===== config.mk =====
export PLATFORM = sky130hd
export DESIGN_NAME = mcu_cmd_rx
export DESIGN_NICKNAME = d
export VERILOG_FILES = /design/src/rtl/mcr_pkg.sv /design/src/rtl/mcr_sync.sv /design/src/rtl/mcr_glitch_flt.sv /design/src/rtl/mcr_shift.sv /design/src/rtl/mcr_decode.sv /design/src/rtl/mcu_cmd_rx.sv
export SDC_FILE = /design/constraint.sdc
export NUM_CORES = 1
export LEC_CHECK = 0
export BUFFER_PORTS_ARGS = -buffer_cell sky130_fd_sc_hd__buf_2
export CAP_MARGIN = 20
export CORE_MARGIN = 3
export CORE_UTILIZATION = 25
export DETAILED_ROUTE_END_ITERATION = 12
export GPL_TIMING_DRIVEN = 0
export PLACE_DENSITY = 0.4
export SLEW_MARGIN = 40
export SYNTH_ARGS = -nofsm -noshare
export SYNTH_HDL_FRONTEND = slang
export SYNTH_SLANG_ARGS = --single-unit

===== constraint.sdc =====
create_clock -name clk -period 3.4 [get_ports clk]
set_input_delay 0.51 -clock clk [delete_from_list [all_inputs] [get_ports clk]]
set_output_delay 0.51 -clock clk [all_outputs]
set_load 0.1 [all_outputs]

===== src/rtl/mcr_pkg.sv =====
package mcr_pkg;
  localparam int unsigned BYTE_W  = 8;
  localparam int unsigned SR_W    = 2 * BYTE_W;
  localparam int unsigned BCNT_W  = 5;

  localparam logic [BYTE_W-1:0] OP_LASER_ON  = 8'h0A;
  localparam logic [BYTE_W-1:0] OP_LASER_OFF = 8'h8A;
  localparam logic [BYTE_W-1:0] OP_NF_ON     = 8'hEF;
  localparam logic [BYTE_W-1:0] OP_NF_OFF    = 8'hEE;
  localparam logic [BYTE_W-1:0] OP_IDLE      = 8'hFE;
  localparam logic [BYTE_W-1:0] OP_ONE_WIN   = 8'h70;
  localparam logic [BYTE_W-1:0] OP_TWO_WIN   = 8'h72;
endpackage


===== src/rtl/mcr_sync.sv =====
module mcr_sync #(
  parameter int unsigned W = 3
) (
  input  logic         clk,
  input  logic         rst_n,
  input  logic [W-1:0] d_i,
  output logic [W-1:0] q_o
);
  logic [W-1:0] s1_q, s2_q;

  always_ff @(posedge clk or negedge rst_n) begin
    if (!rst_n) begin
      s1_q <= '0;
      s2_q <= '0;
    end else begin
      s1_q <= d_i;
      s2_q <= s1_q;
    end
  end

  assign q_o = s2_q;
endmodule


===== src/rtl/mcr_glitch_flt.sv =====
module mcr_glitch_flt #(
  parameter int unsigned FILT_N = 50
) (
  input  logic clk,
  input  logic rst_n,
  input  logic raw_i,
  input  logic bypass_i,
  output logic clk_o
);
  localparam int unsigned CW = $clog2(FILT_N + 1);

  logic          lvl_q, lvl_d;
  logic [CW-1:0] cnt_q, cnt_d;

  always_comb begin
    lvl_d = lvl_q;
    cnt_d = '0;
    if (raw_i != lvl_q) begin
      if (cnt_q == CW'(FILT_N - 1)) begin
        lvl_d = raw_i;
      end else begin
        cnt_d = cnt_q + 1'b1;
      end
    end
  end

  always_ff @(posedge clk or negedge rst_n) begin
    if (!rst_n) begin
      lvl_q <= 1'b0;
      cnt_q <= '0;
    end else begin
      lvl_q <= lvl_d;
      cnt_q <= cnt_d;
    end
  end

  assign clk_o = bypass_i ? raw_i : lvl_q;
endmodule


===== src/rtl/mcr_shift.sv =====
module mcr_shift
  import mcr_pkg::*;
(
  input  logic              clk,
  input  logic              rst_n,
  input  logic              en_i,
  input  logic              sclk_i,
  input  logic              dat_i,
  output logic              fall_o,
  output logic [BCNT_W-1:0] cnt_o,
  output logic [SR_W-1:0]   sr_o
);
  logic              en_q, sclk_q;
  logic [BCNT_W-1:0] cnt_q, cnt_d;
  logic [SR_W-1:0]   sr_q, sr_d;
  logic              take;

  assign take = en_i && sclk_i && !sclk_q;

  always_comb begin
    cnt_d = cnt_q;
    sr_d  = sr_q;
    if (en_i && !en_q) begin
      cnt_d = '0;
    end else if (take) begin
      sr_d = {sr_q[SR_W-2:0], dat_i};
      if (cnt_q != {BCNT_W{1'b1}}) begin
        cnt_d = cnt_q + 1'b1;
      end
    end
  end

  always_ff @(posedge clk or negedge rst_n) begin
    if (!rst_n) begin
      en_q   <= 1'b0;
      sclk_q <= 1'b0;
      cnt_q  <= '0;
      sr_q   <= '0;
    end else begin
      en_q   <= en_i;
      sclk_q <= sclk_i;
      cnt_q  <= cnt_d;
      sr_q   <= sr_d;
    end
  end

  assign fall_o = en_q && !en_i;
  assign cnt_o  = cnt_q;
  assign sr_o   = sr_q;
endmodule


===== src/rtl/mcr_decode.sv =====
module mcr_decode
  import mcr_pkg::*;
(
  input  logic              clk,
  input  logic              rst_n,
  input  logic              fall_i,
  input  logic [BCNT_W-1:0] cnt_i,
  input  logic [SR_W-1:0]   sr_i,
  output logic              stb_o,
  output logic [BYTE_W-1:0] op_o,
  output logic [BYTE_W-1:0] arg_o,
  output logic              two_o,
  output logic              laser_o,
  output logic              nf_o
);
  logic              stb_q, stb_d, two_q, two_d, las_q, las_d, nf_q, nf_d, pend_q, pend_d;
  logic [BYTE_W-1:0] op_q, op_d, arg_q, arg_d;
  logic [BYTE_W-1:0] lo_b, hi_b;
  logic              n8, n16;

  assign lo_b = sr_i[BYTE_W-1:0];
  assign hi_b = sr_i[SR_W-1:BYTE_W];
  assign n8   = (cnt_i == BCNT_W'(BYTE_W));
  assign n16  = (cnt_i == BCNT_W'(SR_W));

  always_comb begin
    stb_d  = 1'b0;
    op_d   = op_q;
    arg_d  = arg_q;
    two_d  = two_q;
    las_d  = las_q;
    nf_d   = nf_q;
    pend_d = pend_q;
    if (fall_i) begin
      if (pend_q) begin
        pend_d = 1'b0;
        if (n8) begin
          stb_d = 1'b1;
          op_d  = OP_TWO_WIN;
          arg_d = lo_b;
          two_d = 1'b1;
        end
      end else if (n8 && lo_b == OP_TWO_WIN) begin
        pend_d = 1'b1;
      end else if (n8 && lo_b != OP_ONE_WIN) begin
        stb_d = 1'b1;
        op_d  = lo_b;
        arg_d = '0;
        two_d = 1'b0;
        case (lo_b)
          OP_LASER_ON:  las_d = 1'b1;
          OP_LASER_OFF: las_d = 1'b0;
          OP_NF_ON:     nf_d  = 1'b1;
          OP_NF_OFF:    nf_d  = 1'b0;
          default:      ;
        endcase
      end else if (n16 && hi_b == OP_ONE_WIN) begin
        stb_d = 1'b1;
        op_d  = hi_b;
        arg_d = lo_b;
        two_d = 1'b1;
      end
    end
  end

  always_ff @(posedge clk or negedge rst_n) begin
    if (!rst_n) begin
      stb_q  <= 1'b0;
      op_q   <= '0;
      arg_q  <= '0;
      two_q  <= 1'b0;
      las_q  <= 1'b0;
      nf_q   <= 1'b0;
      pend_q <= 1'b0;
    end else begin
      stb_q  <= stb_d;
      op_q   <= op_d;
      arg_q  <= arg_d;
      two_q  <= two_d;
      las_q  <= las_d;
      nf_q   <= nf_d;
      pend_q <= pend_d;
    end
  end

  assign stb_o   = stb_q;
  assign op_o    = op_q;
  assign arg_o   = arg_q;
  assign two_o   = two_q;
  assign laser_o = las_q;
  assign nf_o    = nf_q;
endmodule


===== src/rtl/mcu_cmd_rx.sv =====
module mcu_cmd_rx
  import mcr_pkg::*;
#(
  parameter int unsigned FILT_N = 50
) (
  input  logic              clk,
  input  logic              rst_n,
  input  logic              cmd_en_i,
  input  logic              cmd_dat_i,
  input  logic              cmd_clk_i,
  output logic              cmd_stb_o,
  output logic [BYTE_W-1:0] cmd_op_o,
  output logic [BYTE_W-1:0] cmd_arg_o,
  output logic              cmd_two_o,
  output logic              laser_on_o,
  output logic              nfilt_on_o
);
  logic [2:0]        sync_q;
  logic              sclk_f, fall;
  logic [BCNT_W-1:0] cnt;
  logic [SR_W-1:0]   sr;

  mcr_sync #(.W(3)) u_sync (
    .clk(clk), .rst_n(rst_n),
    .d_i({cmd_en_i, cmd_dat_i, cmd_clk_i}),
    .q_o(sync_q)
  );

  mcr_glitch_flt #(.FILT_N(FILT_N)) u_flt (
    .clk(clk), .rst_n(rst_n),
    .raw_i(sync_q[0]), .bypass_i(!nfilt_on_o),
    .clk_o(sclk_f)
  );

  mcr_shift u_shift (
    .clk(clk), .rst_n(rst_n),
    .en_i(sync_q[2]), .sclk_i(sclk_f), .dat_i(sync_q[1]),
    .fall_o(fall), .cnt_o(cnt), .sr_o(sr)
  );

  mcr_decode u_dec (
    .clk(clk), .rst_n(rst_n),
    .fall_i(fall), .cnt_i(cnt), .sr_i(sr),
    .stb_o(cmd_stb_o), .op_o(cmd_op_o), .arg_o(cmd_arg_o),
    .two_o(cmd_two_o), .laser_o(laser_on_o), .nf_o(nfilt_on_o)
  );
endmodule


# [Yosys cells after proc, flatten, opt, wreduce, memory -nomap -nowiden]
# Index checks and enable logic that the tools add are counted.
[op_classes] n_addsub=2 n_eq_ne=14 n_mux=31 bitwise_logic=3 n_reduce_logical=21
[op_table] cell="8-bit 2-to-1 mux" n=10
[op_table] cell="8-bit == test, second input constant" n=3
[op_table] cell="8-bit by 7-bit == test with 1-bit output, second input constant" n=2
[op_table] cell="5-bit 2-to-1 mux" n=3
[op_table] cell="1-bit 2-to-1 mux" n=14
[op_table] cell="6-bit 2-to-1 mux" n=2
[op_table] cell="5-bit AND reduction" n=2
[op_table] cell="8-bit by 4-bit == test with 1-bit output, second input constant" n=1
[op_table] cell="8-bit by 7-bit != test with 1-bit output, second input constant" n=1
[op_table] cell="2-bit nonzero test" n=4
[op_table] cell="1-bit logical AND" n=7
[op_table] cell="6-bit by 1-bit adder with 6-bit output, second input constant" n=1
[op_table] cell="6-bit == test, second input constant" n=1
[op_table] cell="2-bit AND reduction" n=3
[op_table] cell="5-bit by 1-bit adder with 5-bit output, second input constant" n=1
[op_table] cell="5-bit by 4-bit == test with 1-bit output, second input constant" n=1
[op_table] cell="5-bit == test, second input constant" n=1
[op_table] cell="5-bit != test, second input constant" n=1
[op_table] cell="1-bit one-hot mux with 2 select lines" n=2
[op_table] cell="4-bit AND reduction" n=1
[op_table] cell="1-bit logical NOT" n=3
[op_table] cell="1-bit NOT" n=3
[op_table] cell="3-bit nonzero test" n=1
[op_table] cell="2-bit by 1-bit != test with 1-bit output, second input constant" n=1
[op_table] cell="2 further kinds" n=2
[totals] ff_bits=57 out_inout_bits=20

# [Depth between registers and ports, before layout]
# Gate-level depths: netlist of the first run.
[depth] depth_word=7 depth_mapped=8

# [Hierarchy]
# A second synthesis of the first run with hierarchy kept.
[unflattened] cells_unflattened=217 area_unflattened_um2=2618.8
[modules_own_cells] module="mcr_decode" instances=1 cells_each=117 area_each_um2=1183.6
[modules_own_cells] module="mcr_shift" instances=1 cells_each=62 area_each_um2=938.4
[modules_own_cells] module="mcr_glitch_flt" instances=1 cells_each=31 area_each_um2=342.8
[modules_own_cells] module="mcr_sync" instances=1 cells_each=6 area_each_um2=150.1
[modules_own_cells] module="mcu_cmd_rx" instances=1 cells_each=1 area_each_um2=3.8

# [Worst setup path after synthesis of the first run]
# OpenSTA, ideal clock, no wires.
[synth_path] path_type="reg2reg" startpoint="register u_dec.nf_q, in the netlist u_dec.nf_o" endpoint="register u_shift.sr_q[10], in the netlist u_shift.sr_o[10]" setup_ns=0.125 t_arrival_ns=2.294 setup_slack_ns=0.981 stages_incl_launch_ff=6 cell_sequence="dfrtp_1 > mux2i_1 > inv_1 > nand4b_1 > clkbuf_1 > mux2_2"
[synth_between] elab_chain_len=4
[synth_rtl] item="from (decl)" line_no="mcr_decode.sv:16" source="logic stb_q, stb_d, two_q, two_d, las_q, las_d, nf_q, nf_d, pend_q, pend_d;"
[synth_rtl] item="from (signal assigned)" line_no="mcr_decode.sv:81" source="nf_q <= nf_d;"
[synth_rtl] item="1-bit 2-to-1 mux" line_no="mcr_glitch_flt.sv:37" source="assign clk_o = bypass_i ? raw_i : lvl_q;"
[synth_rtl] item="via sclk_f" line_no="mcu_cmd_rx.sv:19" source="logic sclk_f, fall;"
[synth_rtl] item="1-bit logical AND (2 in a row)" line_no="mcr_shift.sv:18" source="assign take = en_i && sclk_i && !sclk_q;"
[synth_rtl] item="2-bit AND reduction (no line)"
[synth_rtl] item="to (signal assigned)" line_no="mcr_shift.sv:43" source="sr_q <= sr_d;"
[synth_rtl] item="to (decl)" line_no="mcr_shift.sv:15" source="logic [SR_W-1:0] sr_q, sr_d;"
# The timed path passes the listed nets, and every way through them passes these cells.
# A chain may end at the register's enable or synchronous reset.

# [Final worst setup path of the first run]
[layout_path] startpoint="register u_shift.sr_q[3], in the netlist u_shift.sr_o[3]" endpoint="register u_dec.nf_q, in the netlist u_dec.nf_o"
[layout_between] elab_chain_len=4
[layout_rtl] item="8-bit by 7-bit == test with 1-bit output" line_no="mcr_decode.sv:43" source="end else if (n8 && lo_b == OP_TWO_WIN) begin"
[layout_rtl] item="1-bit logical AND" line_no="mcr_decode.sv:43"
[layout_rtl] item="1-bit NOT (no line)"
[layout_rtl] item="5-bit AND reduction (no line)"
# Several ways; a longest one is shown, not always the timed one.

==> reports/metrics.yaml, run 1 <==
max-cap-violations: 0
layout-drive-gt1-share: 0.267
grt_pass1_wl_um: 8910
clock_skew_ns: 0.00429
timing.rr.start: "u_shift.sr_o[3]$_DFFE_PN0P_"
mostFrequentLayoutCells: "dfrtp_1, nand2_1, buf_2"
switching_power_mw: 0.352
grt_pass1_vias: 1637
grt_use_total: 0.106
clock-sinks: 57
cp-end-kind: "register"
status: "finished, final reports clean"
vdd_drop_max_mv: 0.127
gp_congestion: 0.773
start_util: 0.262
postSynthCellCount: 207
holdWs_ns: 0.141
critPathTopFamily: "simple AND/OR/NAND/NOR gates"
die-area_sq_um: 11100
antenna_found_initial: 0
hold_viol: 0
firstDrtPassIters: 4
yosys_warnings: 0
cts-resized-gates: 0
portBuffers: 24
p_leak_nw: 1.42
crit_slowest_cell: "or4b_4"
synthFlopType: "dfrtp_1"
synth_area_sq_um: 2460
hold_class: "in -> async"
final_common_cell: "dfrtp_1"
ys_ff_latch: 57
fin_nets: 252
power.share.clock: 0.394
antennaDiodeCount: 0
grt_overflow: 0
finalSetupViolations: 0
routedWlPerCell_um: 13.7
cts_tree: "done"
ctsRootBufferMaster: "clkbuf_8"
crit_fanout: 8
crit_type: "reg -> reg"
final.period_utilization: 0.770
syn_to_final_growth_pct: 18.7
synth_area_per_cell_sq_um: 11.9
via_per_inst: 4.34
drv_slew: 0
crit_path_start: "u_shift.sr_o[3]$_DFFE_PN0P_"
cts_buffers: 9
h-tree-depth: 3
ys_types: 37
num-fill-cells: 969
worst-path-buf-inv: 0
ant_nets: 0
p_int_mw: 1.06
cts_setup_buffers: 0
rsz0062_at_grt: "no"
grt_max_degree: 58
io_pins: 25
place_ws_ns: 0.794
crit_required_ns: 3.61
coreArea_sq_um: 9420
setup_slack_ns: 0.782
fp.dieW_um: 105
crit_path_max_incr_delay_ns: 0.58
drc: 0
start_kind: "register"
async_flop_share: 1.00
clockBufferDepth: 2
rows: 35
fin_tns_setup_ns: 0
vias: 1632
relSlewSlack: 0.555
die_y_um: 105
seq_power_share: 0.542
cts_hold_buf: 0
pwr-share-comb: 0.064
path_clk_slew_ns: 0.06
place_hpwl_um: 3540
finalCriticalPeriod_ns: 2.62
crit_path_cell_trace: "or4b_4 > o21ai_2 > mux2_4 > nor4_1 > mux2_1"
tightest_slew_ns: 0.666
drtIter0Drc: 65
power_density_nw_per_um2: 482
synth_nets: 217
clk_latency_ns: 0.33
synth-seq-area-share: 0.579
p_sw_frac: 0.250
max_freq_mhz: 382
routed_wl_um: 5150
arrival_ns: 2.83
synth-edff-count: 0
-- registers in the layout (all words and copies together), names as in the netlist --
register / flops
u_dec.arg_o: 8
u_dec.laser_o: 1
u_dec.op_o: 8
u_shift.en_q: 1
u_flt.lvl_q: 1
u_dec.stb_o: 1
u_flt.cnt_q: 6
u_dec.pend_q: 1
u_dec.two_o: 1
u_shift.cnt_o: 5
u_shift.sr_o: 16
u_dec.nf_o: 1
u_shift.sclk_q: 1
u_sync.s1_q: 3
u_sync.q_o: 3
-- cell families (layout without fill, tap and decap cells) --
kind of cell / Yosys count / count (layout) / share of synthesized area
AND/OR/NAND/NOR: 71 / 71 / 0.150
flip-flops: 57 / 57 / 0.579
AO/OA/AOI/OAI: 27 / 27 / 0.0767
multiplexers: 27 / 27 / 0.121
buffers and inverters: 12 / 52 / 0.0198
XOR/XNOR: 8 / 8 / 0.0284
adder cells (fa/ha/maj): 5 / 5 / 0.0254
-- power by group through the flow --
stage	registers, mW	logic [mW]	clock network (mW)
final	0.764	0.0906	0.555
after global routing	0.770	0.107	0.611
after CTS	0.764	0.0931	0.577
after detailed placement	0.776	0.0925	0
after global placement	0.777	0.0915	0
after floorplan	0.752	0.0657	0
-- routing by layer --
metal	GRT usage	part of all wire
met5	0	0
met4	0.0609	0.022
met3	0.0288	0.041
met2	0.134	0.42
met1	0.157	0.52
-- through the flow --
stage	cell area (sq um)	power [mW]	utilization	instances
floorplan	2460	0.818	-	207
global placement	2750	0.869	0.292	360
detailed placement	2750	0.868	0.292	360
CTS	2920	1.43	0.310	376
global route	2930	1.49	0.311	376
finish	2930	1.41	0.311	376
-- layout make-up --
class / count / area [sq um] / share of cell area
sequential: 57 / 1430 / 0.487
multi-input combinational: 138 / 990 / 0.338
tap: 129 / 161 / 0.0552
clock buffer: 13 / 159 / 0.0543
timing repair buffer: 24 / 126 / 0.0432
inverter: 7 / 26.3 / 0.00898
buffer: 5 / 22.5 / 0.00770
clock inverter: 3 / 15.0 / 0.00513
-- synthesized netlist by cell type, types with 4 or more instances --
| library cell | number | area share |
|---|---|---|
| mux2i_1 | 8 | 0.032 |
| mux2_2 | 17 | 0.078 |
| o21ai_0 | 11 | 0.022 |
| dfrtp_1 | 57 | 0.58 |
| nor2_1 | 14 | 0.021 |
| nand2_1 | 33 | 0.050 |
| xor2_1 | 5 | 0.018 |
| inv_1 | 7 | 0.011 |
| o31ai_1 | 4 | 0.012 |
| ha_1 | 5 | 0.025 |
-- final timing paths --
| check | endpoint | slack, ns | cells after the start |
|---|---|---|---|
| max reg2reg | u_dec.nf_o$_DFFE_PN0P_ | 0.78 | 5 |
| min | u_dec.arg_o[3]$_DFFE_PN0P_ | 0.14 | 1 |
| min reg2reg | u_sync.q_o[2]$_DFF_PN0_ | 0.35 | 0 |
| max | u_dec.nf_o$_DFFE_PN0P_ | 0.78 | 5 |
| min in group clk | u_sync.s1_q[1]$_DFF_PN0_ | 0.28 | 1 |
| max in group asynchronous | u_shift.sr_o[13]$_DFFE_PN0P_ | 2.90 | 1 |
-- worst reg2reg max path, delay by kind of cell, from the launching register on --
| kind | cells | cell delay (ns) |
|---|---|---|
| compound gates | 1 | 0.39 |
| flops | 1 | 0.47 |
| mux | 2 | 0.73 |
| simple gates | 2 | 0.92 |
No activity file was read; power rests on OpenSTA's default activity.
==> run 2, diff against run 1 <==
ABC_AREA = 1   (was unset)
PLACE_DENSITY = 0.42   (was 0.4)
clock period = 2.4 ns   (was 3.4 ns; I/O delays follow)
==> reports/metrics.yaml, run 2 <==
max-cap-violations: 0  # unchanged
synth_area_sq_um: 2710  # was 2460 sq um
ys_top_cells_by_area: "dfrtp_1, nand2_1, nand3_1"  # was dfrtp_1, mux2_2, nand2_1
drtIter0Drc: 137  # was 65
power_mw: 2.41  # was 1.41 mW
ys_types: 29  # was 37
synth_area_per_cell_sq_um: 8.40  # was 11.9 sq um
gp_congestion: 0.817  # was 0.773
firstDrtPassIters: 4  # unchanged
grt_overflow: 0  # unchanged
largest_register_ffs: 16  # unchanged
drc: 0  # unchanged
hold_viol: 41  # was 0
muxShareOfSynthArea: 0  # was 0.121
finalCriticalPeriod_ns: 1.83  # was 2.62 ns
final_cells: 499  # was 376
rows: 37  # was 35
crit_required_ns: 2.63  # was 3.61 ns
antenna_found_initial: 0  # unchanged
postSynthCellCount: 323  # was 207
yosysTopAreaCellShare: 0.526  # was 0.579
routedWlPerCell_um: 11.5  # was 13.7 um
power_density_nw_per_um2: 745  # was 482 nW/um^2
ctsRootBufferMaster: "clkbuf_8"  # unchanged
fin_area_sq_um: 3240  # was 2930 sq um
fin_nets: 368  # was 252
final_common_cell: "nand2_1"  # was dfrtp_1
portBuffers: 24  # unchanged
clockBufferDepth: 2  # unchanged
holdWs_ns: -0.0175  # was 0.141 ns
vdd_drop_max_mv: 0.203  # was 0.127 mV
fin_tns_setup_ns: 0  # unchanged
violations: "negative hold slack"
relSlewSlack: 0.650  # was 0.555
max_freq_mhz: 546  # was 382 MHz
synth-edff-count: 0  # unchanged
synth-seq-area-share: 0.526  # was 0.579
synth-simple-area-share: 0.309  # was 0.150
synth_nets: 333  # was 217
hold_class: "in -> async"  # unchanged
antennaDiodeCount: 0  # unchanged
yosysTopAreaCell: "dfrtp_1"  # unchanged
dp_cells: 483  # was 360
die-area_sq_um: 12100  # was 11,100 sq um
synthMostInstantiatedCell: "nand2_1"  # was dfrtp_1
coreArea_sq_um: 10500  # was 9420 sq um
crit_type: "reg -> reg"  # unchanged
synth_compound_area_frac: 0.0613  # was 0.0766
crit_fanout: 10  # was 8
final.period_utilization: 0.763  # was 0.770
status: "finished with violations"  # was finished, final reports clean
synth_common_cells: "nand2_1, dfrtp_1, nand3_1, inv_1, nor2_1"  # was dfrtp_1, nand2_1, mux2_2, nor2_1, o21ai_0
ys_ff_latch: 57  # unchanged
clk_latency_ns: 0.34  # was 0.33 ns
grt_pass1_wl_um: 10200  # was 8910 um
grt_max_degree: 58  # unchanged
cts_setup_buffers: 0  # unchanged
io_pins: 25  # unchanged
layout-drive-gt1-share: 0.165  # was 0.267
vias: 2114  # was 1,632
mostFrequentLayoutCells: "nand2_1, dfrtp_1, nand3_1"  # was dfrtp_1, nand2_1, buf_2
die_y_um: 110  # was 105 um
path_clk_slew_ns: 0.07  # was 0.06 ns
arrival_ns: 2.06  # was 2.83 ns
ant_nets: 0  # unchanged
drv_slew: 0  # unchanged
place_hpwl_um: 4140  # was 3540 um
cts-resized-gates: 0  # unchanged
grt_use_total: 0.109  # was 0.106
clock-sinks: 57  # unchanged
start_util: 0.259  # was 0.262
tightest_slew_ns: 0.525  # was 0.666 ns
cp-end-kind: "register"  # unchanged
clock_skew_ns: 0.00800  # was 0.00429 ns
start_kind: "register"  # unchanged
cts_hold_buf: 0  # unchanged
synth-adder-area-share: 0.0231  # was 0.0254
fp.dieW_um: 110  # was 105 um
p_leak_nw: 1.71  # was 1.42 nW
grt_pass1_vias: 2132  # was 1,637
synthFlopType: "dfrtp_1"  # unchanged
yosys_warnings: 0  # unchanged
async_flop_share: 1.00  # unchanged
h-tree-depth: 3  # unchanged
dpl_cell_area_sq_um: 3010  # was 2750 sq um
syn_to_final_growth_pct: 19.4  # was 18.7%
finalSetupViolations: 0  # unchanged
synth_xor_xnor_area_share: 0.0129  # was 0.0284
cts_buffers: 9  # unchanged
cts_tree: "done"  # unchanged
rsz0062_at_grt: "no"  # unchanged
routed_wl_um: 5740  # was 5150 um
synth_top_family_by_area: "simple AND/OR/NAND/NOR gates"  # unchanged
via_per_inst: 4.24  # was 4.34
final_core_util: 0.310  # was 0.311
[run 2: changes by cell type after synthesis, moves of 8 or more]
cell,change
inv_1,+25
mux2_2,-17
mux2i_1,-8
nand2_1,+68
nand3_1,+36
nor2_1,+9
o21ai_0,+9
[run 2: critical path, cell delays in order (launching register included)]
cell     delay, ns
dfrtp_1       0.38
inv_1         0.11
ha_1          0.20
nand2_1       0.10
nor2_4        0.18
o21ai_2       0.09
nor2_4        0.27
nand2_4       0.14
buf_6         0.17
nand2_1       0.05
nand2_1       0.04
[run 2: routing by layer]
layer | GRT usage | up-vias | routed length [um]
met4 | 0.0545 | 0 | 140
met3 | 0.0245 | 13 | 171
li1 | - | 1102 | -
met2 | 0.166 | 25 | 2520
met5 | 0 | - | 0
met1 | 0.144 | 974 | 2910
[run 2: kinds of logic (layout without fill, tap and decap cells)]
| kind of cell | count (synthesis) | in the layout |
|---|---|---|
| buffers and inverters | 43 | 83 |
| AND/OR/NAND/NOR | 184 | 184 |
| flip-flops | 57 | 57 |
| AO/OA/AOI/OAI | 30 | 30 |
| adder cells (fa/ha/maj) | 5 | 5 |
| XOR/XNOR | 4 | 4 |
[run 2: metrics by stage]
stage / hold slack (ns) / worst slack [ns]
3_5_place_dp: 0.338 / 0.546
3_3_place_gp: 0.333 / 0.553
6_report: -0.0175 / 0.568
2_1_floorplan: 0.0644 / 0.522
5_1_grt: 0.0147 / 0.379
4_1_cts: 0.106 / 0.531
[run 2: power by group]
group	internal [mW]	total, mW	switching [mW]
combinational	0.0931	0.258	0.165
clock	0.637	1.02	0.383
sequential	1.04	1.14	0.0997
total	1.77	2.41	0.648
[run 2: worst paths after layout]
| kind | startpoint | end | slack (ns) | cells past startpoint |
|---|---|---|---|---|
| worst min register to register | u_sync.s1_q[1]$_DFF_PN0_ | u_sync.q_o[1]$_DFF_PN0_ | 0.35 | 0 |
| worst max register to register | u_shift.cnt_o[0]$_DFFE_PN0P_ | u_dec.arg_o[7]$_DFFE_PN0P_ | 0.57 | 10 |
| worst min-delay path | rst_n | u_flt.cnt_q[3]$_DFF_PN0_ | -0.02 | 1 |
| min in group clk | cmd_clk_i | u_sync.s1_q[0]$_DFF_PN0_ | 0.13 | 1 |
| worst max-delay path | u_shift.cnt_o[0]$_DFFE_PN0P_ | u_dec.arg_o[7]$_DFFE_PN0P_ | 0.57 | 10 |
| max in group asynchronous | rst_n | u_shift.sr_o[8]$_DFFE_PN0P_ | 2.04 | 1 |
[run 2: area by class of cell]
| type | count | area, sq um |
|---|---|---|
| Clock buffer | 11 | 151 |
| Multi-Input combinational cell | 223 | 1100 |
| Fill cell | 1144 | 7220 |
| Clock inverter | 5 | 77.6 |
| Timing Repair Buffer | 24 | 126 |
| Buffer | 9 | 57.6 |
| Tap cell | 136 | 170 |
| Sequential cell | 57 | 1430 |
| Inverter | 34 | 128 |
